$ cat src/rtl/ea_pkg.sv
// Shared codes for the effective address generator.
// Assumes a 4-bit mode code and a 2-bit size code set by the decoder.
package ea_pkg;
    typedef enum logic [3:0] {
        M_IND     = 4'd0,
        M_POSTINC = 4'd1,
        M_PREDEC  = 4'd2,
        M_DISP4   = 4'd3,
        M_IDX_RN  = 4'd4,
        M_GBR_D8  = 4'd5,
        M_GBR_IDX = 4'd6,
        M_PC_D8   = 4'd7,
        M_BR8     = 4'd8,
        M_BR12    = 4'd9,
        M_BR_REG  = 4'd10
    } ea_mode_e;

    typedef enum logic [1:0] {
        SZ_BYTE = 2'd0,
        SZ_WORD = 2'd1,
        SZ_LONG = 2'd2,
        SZ_RSVD = 2'd3
    } ea_size_e;
endpackage

$ cat src/rtl/ea_disp_scale.sv
// Zero-extends an unsigned displacement and scales it by the access size.
// Assumes size code 3 behaves as long.
module ea_disp_scale #(
    parameter int DW = 8,
    parameter int AW = 32
) (
    input  logic [DW-1:0] disp_i,
    input  logic [1:0]    size_i,
    output logic [AW-1:0] scaled_o
);
    localparam int PAD = AW - DW;

    logic [AW-1:0] zext;
    assign zext = {{PAD{1'b0}}, disp_i};

    // Select the scaling shift from the size code.
    always_comb begin
        unique case (size_i)
            2'd0:    scaled_o = zext;
            2'd1:    scaled_o = zext << 1;
            default: scaled_o = zext << 2;
        endcase
    end
endmodule

$ cat src/rtl/ea_branch_calc.sv
// Forms the three branch targets from the PC: short and long signed
// displacements doubled, and the register-relative sum. Sums wrap.
module ea_branch_calc #(
    parameter int AW  = 32,
    parameter int SDW = 8,
    parameter int LDW = 12
) (
    input  logic [AW-1:0]  pc_i,
    input  logic [AW-1:0]  reg_i,
    input  logic [LDW-1:0] disp_i,
    output logic [AW-1:0]  short_tgt_o,
    output logic [AW-1:0]  long_tgt_o,
    output logic [AW-1:0]  reg_tgt_o
);
    localparam int SPAD = AW - SDW;
    localparam int LPAD = AW - LDW;

    logic [AW-1:0] s_off;
    logic [AW-1:0] l_off;

    // Sign-extend both displacement widths and double them.
    always_comb begin
        s_off = {{SPAD{disp_i[SDW-1]}}, disp_i[SDW-1:0]} << 1;
        l_off = {{LPAD{disp_i[LDW-1]}}, disp_i} << 1;
    end

    // Add the offsets to the PC.
    always_comb begin
        short_tgt_o = pc_i + s_off;
        long_tgt_o  = pc_i + l_off;
        reg_tgt_o   = pc_i + reg_i;
    end
endmodule

$ cat src/rtl/ea_align_chk.sv
// Flags an address that breaks the natural alignment of its access size.
// Only enabled data accesses are judged.
module ea_align_chk #(
    parameter int AW = 32
) (
    input  logic [AW-1:0] addr_i,
    input  logic [1:0]    size_i,
    input  logic          en_i,
    output logic          misalign_o
);
    // Compare the low address bits against the size.
    always_comb begin
        unique case (size_i)
            2'd0:    misalign_o = 1'b0;
            2'd1:    misalign_o = en_i & addr_i[0];
            default: misalign_o = en_i & (addr_i[1:0] != 2'b00);
        endcase
    end

    // Byte accesses and disabled checks never flag.
    always_comb begin
        if (size_i == 2'd0 || !en_i)
            assert_byte_never_misaligned_R11: assert (misalign_o == 1'b0)
                else $error("byte or branch flagged misaligned");
    end
endmodule

$ cat src/rtl/ea_addr_gen.sv
// Effective address generator: data addressing modes, base writeback
// for post-increment and pre-decrement, and branch targets.
// Assumes pc_i already holds the instruction address plus 4. Purely
// combinational; every sum wraps modulo 2^AW.
module ea_addr_gen
    import ea_pkg::*;
#(
    parameter int AW  = 32,
    parameter int DFW = 12
) (
    input  logic [3:0]     mode_i,
    input  logic [1:0]     size_i,
    input  logic [AW-1:0]  base_i,
    input  logic [AW-1:0]  r0_i,
    input  logic [AW-1:0]  gbr_i,
    input  logic [AW-1:0]  pc_i,
    input  logic [DFW-1:0] disp_i,
    output logic [AW-1:0]  ea_o,
    output logic [AW-1:0]  wb_data_o,
    output logic           wb_en_o,
    output logic           misalign_o
);
    localparam int SHORT_W = 4;
    localparam int MID_W   = 8;

    logic [AW-1:0] step;
    logic [AW-1:0] off4;
    logic [AW-1:0] off8;
    logic [AW-1:0] pc_base;
    logic [AW-1:0] br_short;
    logic [AW-1:0] br_long;
    logic [AW-1:0] br_reg;
    logic [AW-1:0] inc_val;
    logic [AW-1:0] dec_val;
    logic          is_data;

    // Auto-modify step in bytes from the size code.
    always_comb begin
        unique case (size_i)
            2'd0:    step = AW'(1);
            2'd1:    step = AW'(2);
            default: step = AW'(4);
        endcase
    end

    ea_disp_scale #(.DW(SHORT_W), .AW(AW)) u_scale4 (
        .disp_i  (disp_i[SHORT_W-1:0]),
        .size_i  (size_i),
        .scaled_o(off4)
    );

    ea_disp_scale #(.DW(MID_W), .AW(AW)) u_scale8 (
        .disp_i  (disp_i[MID_W-1:0]),
        .size_i  (size_i),
        .scaled_o(off8)
    );

    ea_branch_calc #(.AW(AW), .SDW(MID_W), .LDW(DFW)) u_branch (
        .pc_i       (pc_i),
        .reg_i      (base_i),
        .disp_i     (disp_i),
        .short_tgt_o(br_short),
        .long_tgt_o (br_long),
        .reg_tgt_o  (br_reg)
    );

    // Long PC-relative loads drop the two low PC bits.
    always_comb begin
        pc_base = (size_i[1]) ? (pc_i & ~AW'(3)) : pc_i;
    end

    // Auto-modify sums.
    always_comb begin
        inc_val = base_i + step;
        dec_val = base_i - step;
    end

    // Select the address for the decoded mode.
    always_comb begin
        is_data = 1'b1;
        unique case (mode_i)
            M_IND:     ea_o = base_i;
            M_POSTINC: ea_o = base_i;
            M_PREDEC:  ea_o = dec_val;
            M_DISP4:   ea_o = base_i + off4;
            M_IDX_RN:  ea_o = base_i + r0_i;
            M_GBR_D8:  ea_o = gbr_i + off8;
            M_GBR_IDX: ea_o = gbr_i + r0_i;
            M_PC_D8:   ea_o = pc_base + off8;
            M_BR8:     begin ea_o = br_short; is_data = 1'b0; end
            M_BR12:    begin ea_o = br_long;  is_data = 1'b0; end
            M_BR_REG:  begin ea_o = br_reg;   is_data = 1'b0; end
            default:   begin ea_o = '0;       is_data = 1'b0; end
        endcase
    end

    // Base writeback for the two auto-modify modes only.
    always_comb begin
        unique case (mode_i)
            M_POSTINC: begin wb_en_o = 1'b1; wb_data_o = inc_val; end
            M_PREDEC:  begin wb_en_o = 1'b1; wb_data_o = dec_val; end
            default:   begin wb_en_o = 1'b0; wb_data_o = '0;      end
        endcase
    end

    ea_align_chk #(.AW(AW)) u_align (
        .addr_i    (ea_o),
        .size_i    (size_i),
        .en_i      (is_data),
        .misalign_o(misalign_o)
    );

    // Writeback checks beside the writeback logic.
    always_comb begin
        if (mode_i > 4'd2 || mode_i == 4'd0)
            assert_wb_only_automod_R12: assert (!wb_en_o && wb_data_o == '0)
                else $error("writeback outside auto-modify modes");
        if (mode_i == 4'd1)
            assert_postinc_step_R2: assert (wb_data_o - ea_o == step && ea_o == base_i)
                else $error("post-increment base update wrong");
        if (mode_i == 4'd2)
            assert_predec_same_R3: assert (ea_o == wb_data_o && base_i - ea_o == step)
                else $error("pre-decrement address differs from writeback");
    end

    // Branch targets keep the PC's even/odd bit since offsets are doubled.
    always_comb begin
        if (mode_i == 4'd8 || mode_i == 4'd9)
            assert_branch_parity_R8: assert (ea_o[0] == pc_i[0])
                else $error("branch offset not doubled");
        if (mode_i > 4'd10)
            assert_reserved_quiet_R12: assert (ea_o == '0 && !misalign_o)
                else $error("reserved mode produced output");
    end
endmodule

$ cat config.mk
export PLATFORM = sky130hd
export DESIGN_NAME = ea_addr_gen
export DESIGN_NICKNAME = d
export VERILOG_FILES = /design/src/rtl/ea_pkg.sv /design/src/rtl/ea_disp_scale.sv /design/src/rtl/ea_branch_calc.sv /design/src/rtl/ea_align_chk.sv /design/src/rtl/ea_addr_gen.sv
export SDC_FILE = /design/constraint.sdc
export NUM_CORES = 1
export LEC_CHECK = 0
export ABC_AREA = 1
export ABC_CLOCK_PERIOD_IN_PS = 6000
export BUFFER_PORTS_ARGS = -buffer_cell sky130_fd_sc_hd__clkbuf_2
export CAP_MARGIN = 20
export CORE_MARGIN = 4
export CORE_UTILIZATION = 25
export DETAILED_ROUTE_END_ITERATION = 8
export PLACE_DENSITY_LB_ADDON = 0.25
export SLEW_MARGIN = 20
export SYNTH_ARGS = -nofsm -noshare
export SYNTH_HDL_FRONTEND = slang
export SYNTH_SLANG_ARGS = --single-unit
$ cat constraint.sdc
create_clock -name vclk -period 6
set_input_delay 0.3 -clock vclk [all_inputs]
set_output_delay 0.3 -clock vclk [all_outputs]
set_load 0.01 [all_outputs]
Word-level counts from Yosys, hierarchy flattened. Index checks and enable logic that the tools add are counted.

Output and inout bits: 66. Logic and storage cells: 38. Input port bits: 146. Flip-flop bits (word level): 0.

Reductions and logical operators: 6. Mux-type cells: 9. Equal/unequal tests: 11. Bitwise operators: 2. Add/sub/neg operators: 10.

Operator list (count): one-hot mux 32 bit (10 select lines) (1); adder 32 bit (8); one-hot mux 32 bit (2 select lines) (1); adder 32 x 10 -> 32 bit (1); subtractor 32 bit (1); one-hot mux 10 bit (2 select lines) (1); == test 4 x 3 -> 1 bit, second input constant (4); == test 4 bit, second input constant (3); one-hot mux 6 bit (2 select lines) (1); == test 4 x 2 -> 1 bit, second input constant (2); OR reduction 8 bit (1); one-hot mux 3 bit (2 select lines) (1); == test 4 x 1 -> 1 bit, second input constant (1); zero test 4 bit (1); OR reduction 2 bit (2); AND 1 bit (2); == test 2 x 1 -> 1 bit, second input constant (1); zero test 2 bit (1); two-way mux 1 bit (2); two-way mux 2 bit (1); one-hot mux 1 bit (2 select lines) (1); nonzero test 2 bit (1).

Depth between registers and ports, before layout.
Depth after elaboration: 7. Gate-level depth with buffers: 23. Mapped depth without buffers: 22.

Modules after synthesis. From an unflattened synthesis, not the netlist that was laid out.

Cells, all modules: 3994. Area total of the unflattened synthesis: 18850.6 um^2.

By module, submodules not included: ea_addr_gen (sequential area each 0.0 um^2, area an instance 11780.0 um^2, cells each 2525, instances 1); ea_branch_calc (sequential area each 0.0 um^2, area an instance 6427.4 um^2, cells each 1360, instances 1); ea_disp_scale at u_scale8 (sequential area each 0.0 um^2, area an instance 347.8 um^2, cells each 60, instances 1); ea_disp_scale at u_scale4 (sequential area each 0.0 um^2, area an instance 281.5 um^2, cells each 46, instances 1); ea_align_chk (sequential area each 0.0 um^2, area an instance 13.8 um^2, cells each 3, instances 1).

Least setup slack after synthesis. OpenSTA, ideal clock, no wires.

Path kind: input-to-output. Start point: in mode_i[3]. End point: out ea_o[22]. Stages: 18. Buffers on the path: 1. Path slack: 3044 ps. Data arrival time: 2656 ps. Path through: inv_1 nor2_2 nand2_1 clkbuf_1 o221ai_1 ha_1 fa_1 nand3_1 nand3_1 nand2_1 nand2_1 nand2_1 nand2_1 nand2_1 nand2_1 or2_2 nand3_1 nand3_1.

Longest elaborated chain between the ends: 3. Elaborated cells on any way between the ends: 13.

Ends and longest elaborated chain: start, declared (RTL line ea_addr_gen.sv:11) `input logic [3:0] mode_i,`; == test 4 x 1 -> 1 bit / zero test 4 bit (equally long branches) (RTL line ea_addr_gen.sv:81) `unique case (mode_i)`; OR reduction 2 bit (no source line); one-hot mux 32 bit (10 select lines) (*) (RTL line ea_addr_gen.sv:81); end, declared (RTL line ea_addr_gen.sv:18) `output logic [AW-1:0] ea_o,`.

Mark *: on every way between the ends. The rest lies on a longest branch, timed or not.

Worst setup path in the final report.
Start point: in size_i[1]. End point: out ea_o[13].

Longest elaborated chain between the ends: 4. Elaborated cells on any way between the ends: 11.

Ends and longest elaborated chain: start, declared (RTL line ea_addr_gen.sv:12) `input logic [1:0] size_i,`; == test 2 x 1 -> 1 bit / zero test 2 bit (equally long branches); one-hot mux 10 bit (2 select lines), or another cell as far along (RTL line ea_disp_scale.sv:18) `unique case (size_i)`; adder 32 x 10 -> 32 bit, or another cell as far along (RTL line ea_addr_gen.sv:89) `M_PC_D8: ea_o = pc_base + off8;`; one-hot mux 32 bit (10 select lines) (*) (RTL line ea_addr_gen.sv:81).

Marks and branches as above.

==> summary.md <==
| Metric | Value |
|---|---|
| Unrepaired setup endpoints after global routing | no |
| Final hold violation count | 0 |
| Xor/xnor cell area share of the yosys netlist | 0.00912 |
| Kind of end point of the critical path | primary output |
| Final GP Congestion | just over 1 |
| Critical path arrival | between 4000 and 5000 ps |
| Max-Slew Margin vs Limit | 0.417 |
| Commonest non-fill, non-tap cell in the layout | nand2_1 |
| Setup CP Type | input pin to primary output |
| Io pins | 212 |
| P&R area growth vs syn | 13.8% |
| Final period util | 0.742 |
| Compound-Gate Fraction of Synth Area | 0.148 |
| Startpoint Class | input pin |
| Hold buffers post-CTS | 0 |
| Synthesized area | 12500 um^2 |
| Slowest cell on crit path | o22ai_1 |
| Die Wd | 231 um |
| Antenna violations before repair | 4 |
| Final ANT Viol Nets | 0 |
| Drt via density | around 5.0 |
| Die area | between 50000 and 60000 um^2 |
| Most frequent CP cell | nand2_1 |
| Yosys cell types | 60 |
| Register area share after synthesis | 0 |
| Leakage power | ~8.3 nW |
| Grt ovf | 0 |
| First-pass GRT wire length | 98.5 mm |
| Mean post-synth cell area | ~4.8 um^2 |
| Nets | 3061 |
| Post-Route WL | 67.7 mm |
| Tmin final | around 4500 ps |
| Pwr Density | between 70 and 80 nW/um^2 |
| Dominant cells by area after synthesis | nand2_1 (28%), inv_1 (14%), ha_1 (11%) |
| Routed wire per std cell | roughly 20 um |
| Leading cell types in the layout, fill and taps excluded | nand2_1 (942), inv_1 (465), nor2_1 (280) |
| DR iter-0 viols | around 1900 |
| Port buffer count | 212 |
| Final Max Tran Viols | 0 |
| Largest area contributor in the netlist | nand2_1 |
| Worst Max-Slew Pin Slew | 866 ps |
| Ys Warns | 0 |
| DRC errors left | 0 |
| Post-Syn Nets | approximately 2900 |
| # Max-Cap Violations | 0 |
| Critical Path, Cell by Cell | clkbuf_2, nor2_1, inv_1, o22ai_1, nand2_1, o21ai_0, ha_1, nand3_1, nand3_1, nand2_1, nand2_1, nand2_1, nand2_1, o21ai_0, nand3_1, nor2_1, nand2_1, clkbuf_2 |
| Initial Utilization | 0.254 |
| Post-CTS Setup Bufs | 0 |
| Drt first pass iters | 6 |
| Post_cts resized | 0 |
| Vias in the first global route | 16025 |
| Post-DP HPWL | 59.7 mm |
| Worst path max stage delay | ~500 ps |
| Routed via count | approximately 17000 |
| IR drop worst, VDD | around 0.024 mV |
| Final setup margin | ~1500 ps |
| Main combinational cell family by area after synthesis | simple AND/OR/NAND/NOR gates |
| Core area | around 49000 um^2 |
| WP data required | 5700 ps |
| Post-Synth Simple-Gate Area | 0.560 |
| FMAX | 225 MHz |
| Worst-path fanout max | 9 |
| Seq_cells | 0 |
| Setup TNS | 0 ps |
| # setup viols final | 0 |
| Dpl ws | approximately 1800 ps |
| Synth Area in Adders | 0.118 |
| Clkbuf count | 0 |
| Synth top area share | 0.283 |
| Worst Hold Class | input pin to primary output |
| Outcome | finished, final reports clean |
| Register area | 0 um^2 |
| Largest net degree at the start of global routing | 40 |
| Die height | 231 um |
| Post-synthesis mux area share | 0 |
| Share of cells above drive strength 1 | 0.111 |
| Site Rows | 81 |
| Cells after Synth | between 2000 and 3000 |
| All-Layer GR Usage | 0.242 |
per-stage QoR:
step / util / cells / hold slack, ps / area, um^2 / power [mW]
floorplan: - / 2619 / 760 / 12500 / 0.679
global placement: 0.289 / 3462 / 992 / 14200 / 1.10
detailed placement: 0.289 / 3462 / 999 / 14200 / 1.09
CTS: 0.289 / 3462 / 998 / 14200 / 1.10
global route: 0.289 / 3463 / 1040 / 14200 / 1.24
finish: 0.289 / 3463 / 995 / 14200 / 1.12
cells in the mapped netlist (16+ instances only):
| library cell | count |
|---|---|
| nand2_1 | 942 |
| inv_1 | 465 |
| nor2_1 | 280 |
| nand3_1 | 238 |
| a21oi_1 | 134 |
| o21ai_0 | 115 |
| ha_1 | 110 |
| nand4_1 | 40 |
| nor3_1 | 32 |
| o22ai_1 | 26 |
| buf_2 | 17 |
| or2_2 | 17 |
| inv_2 | 16 |
| nor2_2 | 16 |
final timing paths:
| path | from | end | slack, ps | depth (start not counted) |
|---|---|---|---|---|
| max | size_i[1] | ea_o[13] | 1550 | 18 |
| min | mode_i[3] | misalign_o | 990 | 5 |
routing by layer:
| layer | GRT usage | share of wire | up-vias |
|---|---|---|---|
| met2 | 0.371 | 0.42 | 734 |
| met5 | 0 | 0.00019 | - |
| met1 | 0.338 | 0.45 | 7676 |
| met4 | 0.0887 | 0.044 | 2 |
| met3 | 0.0430 | 0.092 | 89 |
| li1 | - | - | 8660 |
final cells by class:
cell class | instances | area, um^2
antenna | 1 | 2.50
fill | 5925 | 34900
inverter | 488 | 1840
multi-input combinational | 2092 | 10400
tap | 664 | 831
timing repair buffer | 218 | 1110
worst max-delay path: cells and delay by family:
| kind | cells | cell delay [ps] |
|---|---|---|
| AND/OR/NAND/NOR | 11 | 1730 |
| AO/OA/AOI/OAI | 3 | 1040 |
| buffers and inverters | 3 | 760 |
| adder cells (fa/ha/maj) | 1 | 290 |
power breakdown:
part	internal [mW]	total [mW]	switching, mW	leakage, nW
sequential	0	0	0	0
clock	0.0000000223	0.0000000223	0	0.00000634
combinational	0.333	1.12	0.787	8.34
total	0.333	1.12	0.787	8.34
cell families (layout without fill, tap and decap cells):
kind of cell / count (synthesis) / in the layout
simple gates: 1632 / 1632
buf+inv: 527 / 706
compound gates: 332 / 332
fa+ha+maj: 115 / 115
xor+xnor: 13 / 13
other cells: 0 / 1
(Power assumes the default switching activity.)
